--- src/rtl/rxs_pkg.sv ---
package rxs_pkg;

    typedef enum logic [2:0] {
        ST_IDLE,
        ST_FETCH,
        ST_SCAN,
        ST_DONE,
        ST_FAULT
    } rxs_state_e;

    // status bytes prefixed to every received block
    localparam int unsigned TAG_BYTES = 2;

endpackage

--- src/rtl/rxs_len_decode.sv ---
module rxs_len_decode #(
    parameter  int unsigned MAX_LEN   = 256,
    parameter  int unsigned TAG_BYTES = 2,
    localparam int unsigned LEN_W     = $clog2(MAX_LEN),
    localparam int unsigned POS_W     = $clog2(MAX_LEN + 1),
    localparam int unsigned CNT_W     = $clog2(MAX_LEN + TAG_BYTES + 1)
) (
    input  logic [LEN_W-1:0] len_code_i,
    output logic [POS_W-1:0] data_len_o,
    output logic [CNT_W-1:0] stream_len_o
);

    always_comb begin
        if (len_code_i == '0) begin
            data_len_o = POS_W'(MAX_LEN);
        end else begin
            data_len_o = POS_W'(len_code_i);
        end
        stream_len_o = CNT_W'(data_len_o) + CNT_W'(TAG_BYTES);
    end

endmodule

--- src/rtl/rxs_lane_mux.sv ---
module rxs_lane_mux #(
    parameter  int unsigned LANES  = 4,
    parameter  int unsigned LANE_W = 8,
    localparam int unsigned SEL_W  = $clog2(LANES)
) (
    input  logic [LANES*LANE_W-1:0] word_i,
    input  logic [SEL_W-1:0]        sel_i,
    output logic [LANE_W-1:0]       lane_o
);

    logic [LANE_W-1:0] lanes [LANES];

    generate
        for (genvar g = 0; g < LANES; g++) begin : g_lane
            assign lanes[g] = word_i[g*LANE_W +: LANE_W];
        end
    endgenerate

    assign lane_o = lanes[sel_i];

endmodule

--- src/rtl/rxs_stall_timer.sv ---
module rxs_stall_timer #(
    parameter int unsigned TMO_W = 16
) (
    input  logic             clk,
    input  logic             rst_n,
    input  logic             stall_i,
    input  logic [TMO_W-1:0] limit_i,
    output logic             expire_o
);

    logic [TMO_W-1:0] cnt_q;

    always_ff @(posedge clk or negedge rst_n) begin
        if (!rst_n) begin
            cnt_q <= '0;
        end else if (!stall_i) begin
            cnt_q <= '0;
        end else begin
            cnt_q <= cnt_q + 1'b1;
        end
    end

    assign expire_o = stall_i && (limit_i != '0) && ((cnt_q + 1'b1) == limit_i);

endmodule

--- src/rtl/rxs_tag_strip.sv ---
module rxs_tag_strip
    import rxs_pkg::*;
#(
    parameter  int unsigned MAX_LEN    = 256,
    parameter  int unsigned WORD_BYTES = 4,
    parameter  int unsigned TMO_W      = 16,
    localparam int unsigned LEN_W      = $clog2(MAX_LEN),
    localparam int unsigned POS_W      = $clog2(MAX_LEN + 1),
    localparam int unsigned CNT_W      = $clog2(MAX_LEN + TAG_BYTES + 1),
    localparam int unsigned LANE_W     = $clog2(WORD_BYTES),
    localparam int unsigned WORD_W     = 8 * WORD_BYTES
) (
    input  logic              clk,
    input  logic              rst_n,
    input  logic              start_i,
    input  logic [LEN_W-1:0]  blk_len_i,
    input  logic [TMO_W-1:0]  tmo_limit_i,
    input  logic              fifo_nempty_i,
    input  logic [WORD_W-1:0] fifo_word_i,
    output logic              fifo_pop_o,
    output logic              byte_valid_o,
    input  logic              byte_ready_i,
    output logic [7:0]        byte_data_o,
    output logic [POS_W-1:0]  byte_pos_o,
    output logic              done_o,
    output logic              timeout_err_o
);

    localparam logic [CNT_W-1:0]  TAG_CNT   = CNT_W'(TAG_BYTES);
    localparam logic [LANE_W-1:0] LAST_LANE = LANE_W'(WORD_BYTES - 1);

    rxs_state_e        state_q, state_d;
    logic [WORD_W-1:0] word_q;
    logic [LANE_W-1:0] lane_q;
    logic [CNT_W-1:0]  seen_q;
    logic [CNT_W-1:0]  total_q;
    logic [POS_W-1:0]  pos_q;

    logic [POS_W-1:0]  dec_data_len;
    logic [CNT_W-1:0]  dec_total;
    logic [7:0]        lane_byte;
    logic              tmo_expire;
    logic              take_start;
    logic              in_tag;
    logic              at_last;
    logic              lane_end;
    logic              lane_adv;
    logic              fetch_stall;

    rxs_len_decode #(
        .MAX_LEN   (MAX_LEN),
        .TAG_BYTES (TAG_BYTES)
    ) u_len (
        .len_code_i   (blk_len_i),
        .data_len_o   (dec_data_len),
        .stream_len_o (dec_total)
    );

    rxs_lane_mux #(
        .LANES  (WORD_BYTES),
        .LANE_W (8)
    ) u_mux (
        .word_i (word_q),
        .sel_i  (lane_q),
        .lane_o (lane_byte)
    );

    assign fetch_stall = (state_q == ST_FETCH) && !fifo_nempty_i;

    rxs_stall_timer #(
        .TMO_W (TMO_W)
    ) u_tmr (
        .clk      (clk),
        .rst_n    (rst_n),
        .stall_i  (fetch_stall),
        .limit_i  (tmo_limit_i),
        .expire_o (tmo_expire)
    );

    // lane and progress decode
    assign take_start = start_i && ((state_q == ST_IDLE) || (state_q == ST_FAULT));
    assign in_tag     = seen_q < TAG_CNT;
    assign at_last    = seen_q == (total_q - 1'b1);
    assign lane_end   = lane_q == LAST_LANE;
    assign lane_adv   = (state_q == ST_SCAN) && (in_tag || byte_ready_i);

    // next state
    always_comb begin
        state_d = state_q;
        unique case (state_q)
            ST_IDLE: begin
                if (start_i) state_d = ST_FETCH;
            end
            ST_FETCH: begin
                if (fifo_nempty_i)   state_d = ST_SCAN;
                else if (tmo_expire) state_d = ST_FAULT;
            end
            ST_SCAN: begin
                if (lane_adv) begin
                    if (at_last)       state_d = ST_DONE;
                    else if (lane_end) state_d = ST_FETCH;
                end
            end
            ST_DONE: begin
                state_d = ST_IDLE;
            end
            ST_FAULT: begin
                if (start_i) state_d = ST_FETCH;
            end
            default: state_d = ST_IDLE;
        endcase
    end

    // state register
    always_ff @(posedge clk or negedge rst_n) begin
        if (!rst_n) begin
            state_q <= ST_IDLE;
        end else begin
            state_q <= state_d;
        end
    end

    // datapath registers
    always_ff @(posedge clk or negedge rst_n) begin
        if (!rst_n) begin
            word_q  <= '0;
            lane_q  <= '0;
            seen_q  <= '0;
            total_q <= '0;
            pos_q   <= '0;
        end else begin
            if (take_start) begin
                total_q <= dec_total;
                seen_q  <= '0;
                pos_q   <= '0;
            end
            if (fifo_pop_o) begin
                word_q <= fifo_word_i;
                lane_q <= '0;
            end
            if (lane_adv) begin
                seen_q <= seen_q + 1'b1;
                lane_q <= lane_q + 1'b1;
                if (!in_tag) pos_q <= pos_q + 1'b1;
            end
        end
    end

    // outputs
    always_comb begin
        fifo_pop_o    = 1'b0;
        byte_valid_o  = 1'b0;
        done_o        = 1'b0;
        timeout_err_o = 1'b0;
        unique case (state_q)
            ST_FETCH: fifo_pop_o    = fifo_nempty_i;
            ST_SCAN:  byte_valid_o  = !in_tag;
            ST_DONE:  done_o        = 1'b1;
            ST_FAULT: timeout_err_o = 1'b1;
            default: ;
        endcase
        byte_data_o = lane_byte;
        byte_pos_o  = pos_q;
    end

    logic unused_len;
    assign unused_len = ^dec_data_len;

endmodule

--- config.mk ---
export PLATFORM = sky130hd
export DESIGN_NAME = rxs_tag_strip
export DESIGN_NICKNAME = d
export VERILOG_FILES = /design/src/rtl/rxs_pkg.sv /design/src/rtl/rxs_len_decode.sv /design/src/rtl/rxs_lane_mux.sv /design/src/rtl/rxs_stall_timer.sv /design/src/rtl/rxs_tag_strip.sv
export SDC_FILE = /design/constraint.sdc
export NUM_CORES = 1
export LEC_CHECK = 0
export BUFFER_PORTS_ARGS = -buffer_cell sky130_fd_sc_hd__buf_2
export CAP_MARGIN = 20
export CORE_MARGIN = 2
export CORE_UTILIZATION = 40
export DETAILED_ROUTE_END_ITERATION = 7
export GPL_ROUTABILITY_DRIVEN = 0
export HOLD_SLACK_MARGIN = 0.05
export PLACE_DENSITY = 0.68
export SYNTH_ARGS = -nofsm -noshare
export SYNTH_HDL_FRONTEND = slang
export SYNTH_SLANG_ARGS = --single-unit
--- constraint.sdc ---
create_clock -name clk -period 6.4 [get_ports clk]
set_input_delay 1.28 -clock clk [delete_from_list [all_inputs] [get_ports clk]]
set_output_delay 1.28 -clock clk [all_outputs]
set_load 0.05 [all_outputs]
Word level (Yosys, flattened, before mapping)
Cells that the tools add are included.
Storage, ports and cells
  register bits: 80
  input port bits: 61
  output and inout bits: 21
  logic and storage cells: 66
Operators by class
  $add $sub $neg: 6
  order comparisons: 2
  equal/unequal tests: 11
  muxes and demuxes: 23
  bitwise gates (word level): 1
  reductions and logical operators: 16
Operator list (number)
  9-bit 2-to-1 mux: 6
  9-bit by 1-bit adder with 9-bit output (second input constant): 2
  3-bit 2-to-1 mux: 6
  16-bit by 1-bit adder with 16-bit output (second input constant): 1
  8-bit binary-select mux with 2-bit select: 1
  16-bit == test: 1
  16-bit 2-to-1 mux: 1
  8-bit 2-to-1 mux: 2
  16-bit nonzero test: 1
  9-bit by 2-bit adder with 9-bit output (second input constant): 1
  9-bit == test: 1
  9-bit by 2-bit < comparator with 1-bit output (second input constant): 1
  3-bit one-hot mux with 3 select lines: 1
  9-bit by 1-bit subtractor with 9-bit output (second input constant): 1
  8-bit logical NOT: 1
  3-bit by 2-bit == test with 1-bit output (second input constant): 2
  3-bit != test (second input constant): 2
  1-bit logical AND: 5
  1-bit 2-to-1 mux: 4
  2-bit 2-to-1 mux: 2
  4-bit AND reduction: 1
  2-bit nonzero test: 2
  3-bit by 1-bit == test with 1-bit output (second input constant): 1
  3-bit == test (second input constant): 1
  10 further kinds: 12

Depth between registers and ports, before layout
  word-level depth: 7
  gate-level depth with buffers: 9
  depth with buffers taken out: 9

Modules after synthesis
Synthesis repeated with hierarchy kept, for this count alone.
Second synthesis, totals
  cells, all modules: 459
  area total of the unflattened synthesis: 4682.0 µm²
Modules (own cells, without submodules)
  rxs_tag_strip: instances 1, cells an instance 281, area each 3031.7 µm², sequential area each 1601.5 µm²
  rxs_stall_timer: instances 1, cells an instance 142, area each 1297.5 µm², sequential area each 400.4 µm²
  rxs_lane_mux: instances 1, cells an instance 10, area each 196.4 µm², sequential area each 0.0 µm²
  rxs_len_decode: instances 1, cells an instance 26, area each 156.4 µm², sequential area each 0.0 µm²

Worst setup path after synthesis
OpenSTA, ideal clock, no wires.
  kind: input-to-output
  start point: input port fifo_nempty_i
  end point: output port fifo_pop_o
  data arrival time: 2416 ps
  data required time: 5120 ps
  path slack: 2704 ps
  cell stages on the path: 3
  buffers on the path: 2
  cells stage by stage: nor3b_1 > clkbuf_1 > clkbuf_1
On the way
  cells in the longest elaborated chain, start to end: 1
Ends and longest elaborated chain
  start: declaration: line rxs_tag_strip.sv:18  | input logic fifo_nempty_i,
  1-bit 2-to-1 mux: line rxs_tag_strip.sv:155  | unique case (state_q)
  end: declaration: line rxs_tag_strip.sv:20  | output logic fifo_pop_o,
No other way between the ends.

Worst setup path in the final report
Same ends and word-level chain as after synthesis.

==> results.cfg <==
[status]
result_of_the_run = finished clean

[power]
power_frac_seq_pct = 37.8
power.static_leakage_nw = 2.30
clockPowerShare_pct = 24.2
peakVddDrop_uv = 280
switching_power_total_mw = 0.789
sw_frac_of_total_pct = 37.9
power_density_mw_per_mm2 = 390
power_frac_comb_pct = 38.0
internal_power_mw = 1.30

[sta]
finalWorstPathRequiredPeriod_ns = 3.60
setup_tns_ns = 0
worst-slew-pin-transition_ns = 0.680
relSlewSlack_pct = 54.4
fin_crit_sh_pct = 56.3
final_hold_viol_count = 0
final_max_slew_viol_count = 0
max_freq_mhz = 278
final.setup_skew_ns = 0.00675
final-setup-viol-count = 0
setup_repair_after_global_routing_missed_its_margin = false

[critical_path]
worst_r2r_endpoint = state_q[0]$_DFFE_PN0P_
start_kind = input pin
critical-path-slowest-cell = buf_4
cp.required_ns = 5.12
worstSetupEndpointType = output pin
critPathLaunch = fifo_nempty_i
arrival_ns = 2.32
worst-setup-path-type = input pin to output pin
rr_worst_depth = 7
cp_common_cell = buf_2
endpoint = fifo_pop_o
ff2ff_setup_slack_ns = 3.80
crit_path_max_fanout = 36
cpPeakStageDelay_ns = 0.41
list_of_cells_traversed_by_the_critical_path = buf_2 > nor3b_2 > buf_4 > buf_2
r2r-start = u_tmr.cnt_q[3]$_DFF_PN0_

[global_route]
first_global_vias = 3521
grt_use_total_pct = 17.2
grt_pass1_wl_um = 17100
grt_antenna_before_repair = 0
pin_count_of_the_biggest_net_entering_global_routing = 81
grt.overflow.total = 0

[die]
fp.dieArea_mm2 = 0.0122
die_w_um = 111
number_of_placed_i_o_pins = 82
core-area_mm2 = 0.0110
start_util_pct = 41.4
dieHeight_um = 111
num_rows = 38

[synthesis]
ys.warnings.count = 0
synth-async-reset-ratio_pct = 100
synth.net_count = 506
synth_edf_count = 0
number_of_instances_in_the_synthesized_netlist = 439
syn-cell-area_mm2 = 0.00455
ys_dominant_reg_cell = dfrtp_1
synth_area_leaders = dfrtp_1 44%, mux2_2 8.4%, xnor2_1 6.0%
ys_seq_area_share_pct = 44.0
number_of_storage_elements_in_the_synthesis_netlist = 80
ys_types = 65
synth_area_per_cell_um2 = 10.4
yosysTopAreaCell = dfrtp_1
synth.top_cell.area_share_pct = 44.0

[route]
drt_pass1_iterations = 5
vias_per_cell = 5.38
post-route-drc-count = 0
routedWlPerCell_um = 14.9
initialDrtViolationCount = 208
postRouteWirelength_um = 9800
vias = 3527
antenna_left = 0

[place]
numPortBuffers = 81
postPlaceCellArea_mm2 = 0.00503
placed_cells_incl_taps = 639
dpl.hpwl_um = 7040

[final_layout]
final_standard_cell_count_with_taps_included_and_fillers_excluded = 656
drive_gt1_share_pct = 29.5
finish.instance_area_mm2 = 0.00535
flow.area_growth_from_synthesis_pct = 17.7
fillers = 1008
num_antenna_cells = 0
mostFrequentLayoutCells = 80 x dfrtp_1, 80 x buf_2, 47 x nor2_1
finalNetCount = 578

[clock_network]
post_cts_resized = 0
clk_latency_ns = 0.34
cts_max_path_buffers = 2
tritoncts.num_buffers = 9
clock_tree.htree_level_count = 3
cts_num_sinks = 80
cts_root_buffer = clkbuf_16
postCtsSetupRepairBufs = 0
path_clk_slew_ns = 0.05
cts-hold-fix-buffers = 0
cts_tree = yes

[worst_hold_path]
min_path_type = register to register
min_path_cells = 1

[run]
timing.max_cap.violations = 0
-- synthesized netlist by cell type (2+ instances only) --
cell / n
dfrtp_1: 80
nor2_1: 47
nand2_1: 39
mux2_2: 34
xnor2_1: 31
o21ai_0: 26
xor2_1: 18
nand3_1: 14
clkbuf_1: 11
inv_1: 11
nor4_1: 11
nand4_1: 10
mux4_2: 8
nor3_1: 8
a21oi_1: 6
and3_1: 6
ha_1: 6
buf_2: 4
and2_1: 3
buf_1: 3
nand2b_1: 3
nand3b_1: 3
nor2b_1: 3
o211ai_1: 3
a31oi_1: 2
buf_4: 2
buf_6: 2
mux2i_1: 2
nand3_2: 2
nor3_2: 2
nor4_2: 2
o32ai_1: 2
or3_1: 2
or4_1: 2
-- per-stage QoR --
step                hold slack [ns]  setup WS, ns  util (%)  total power [mW]
finish                        0.500          2.80      48.7              2.08
global route                  0.520          2.72      48.7              2.23
CTS                           0.504          2.79      48.5              2.11
floorplan                     0.470          2.70         -              1.40
global placement              0.484          2.77      45.8              1.56
detailed placement            0.491          2.80      45.8              1.59
-- layout make-up --
| type | count | area (um^2) | area share, % |
|---|---|---|---|
| sequential | 80 | 2000 | 37.4 |
| clock inverter | 5 | 57.6 | 1.08 |
| tap | 140 | 175 | 3.27 |
| timing repair buffer | 83 | 443 | 8.28 |
| clock buffer | 11 | 233 | 4.35 |
| inverter | 11 | 41.3 | 0.772 |
| multi-input combinational | 326 | 2400 | 44.8 |
-- metal layers --
layer  vias up  wire length (um)  global-route usage [%]  part of all wire, %
li1       1717                 -                       -                    -
met1      1705              4500                    21.8                   46
met2        89              4670                    28.1                   48
met3        16               449                    5.10                  4.6
met4         0               182                    5.92                  1.9
met5         -                 0                       0                    0
-- logic make-up (layout without fill, tap and decap cells) --
group / after synthesis / count (layout) / synth area share, %
compound gates: 57 / 57 / 8.09
xor+xnor: 51 / 51 / 10.3
fa+ha+maj: 7 / 7 / 1.87
buf+inv: 33 / 110 / 3.33
flops: 80 / 80 / 44.0
mux: 44 / 44 / 12.8
simple gates: 167 / 167 / 19.5
-- worst min path at each step --
stage                     slack, ns                endpoint                   start
final                          0.50  word_q[29]$_DFFE_PN0P_  word_q[29]$_DFFE_PN0P_
after global routing           0.52   word_q[4]$_DFFE_PN0P_   word_q[4]$_DFFE_PN0P_
after CTS                      0.50  word_q[29]$_DFFE_PN0P_  word_q[29]$_DFFE_PN0P_
after detailed placement       0.49  word_q[29]$_DFFE_PN0P_  word_q[29]$_DFFE_PN0P_
after global placement         0.48  word_q[18]$_DFFE_PN0P_  word_q[18]$_DFFE_PN0P_
after floorplan                0.47  total_q[8]$_DFFE_PN0P_  total_q[8]$_DFFE_PN0P_
-- worst max-delay path: cells and delay by family --
family                 cells  cell delay (ns)
buffers and inverters      3             0.84
AND/OR/NAND/NOR            1             0.17
-- registers in the layout, summed over array words and instances, names as in the netlist --
register and count:
word_q 32, lane_q 2, seen_q 9, total_q 9
state_q 3, u_tmr.cnt_q 16, byte_pos_o 9
-- power by group through the flow --
stage	Clock, mW	Combinational [mW]	Sequential, mW
5_1_grt	0.547	0.866	0.812
4_1_cts	0.521	0.800	0.790
3_3_place_gp	0	0.779	0.785
2_1_floorplan	0	0.654	0.747
6_report	0.505	0.792	0.787
3_5_place_dp	0	0.797	0.797
Note: power is estimated with default switching activity, not from simulation.
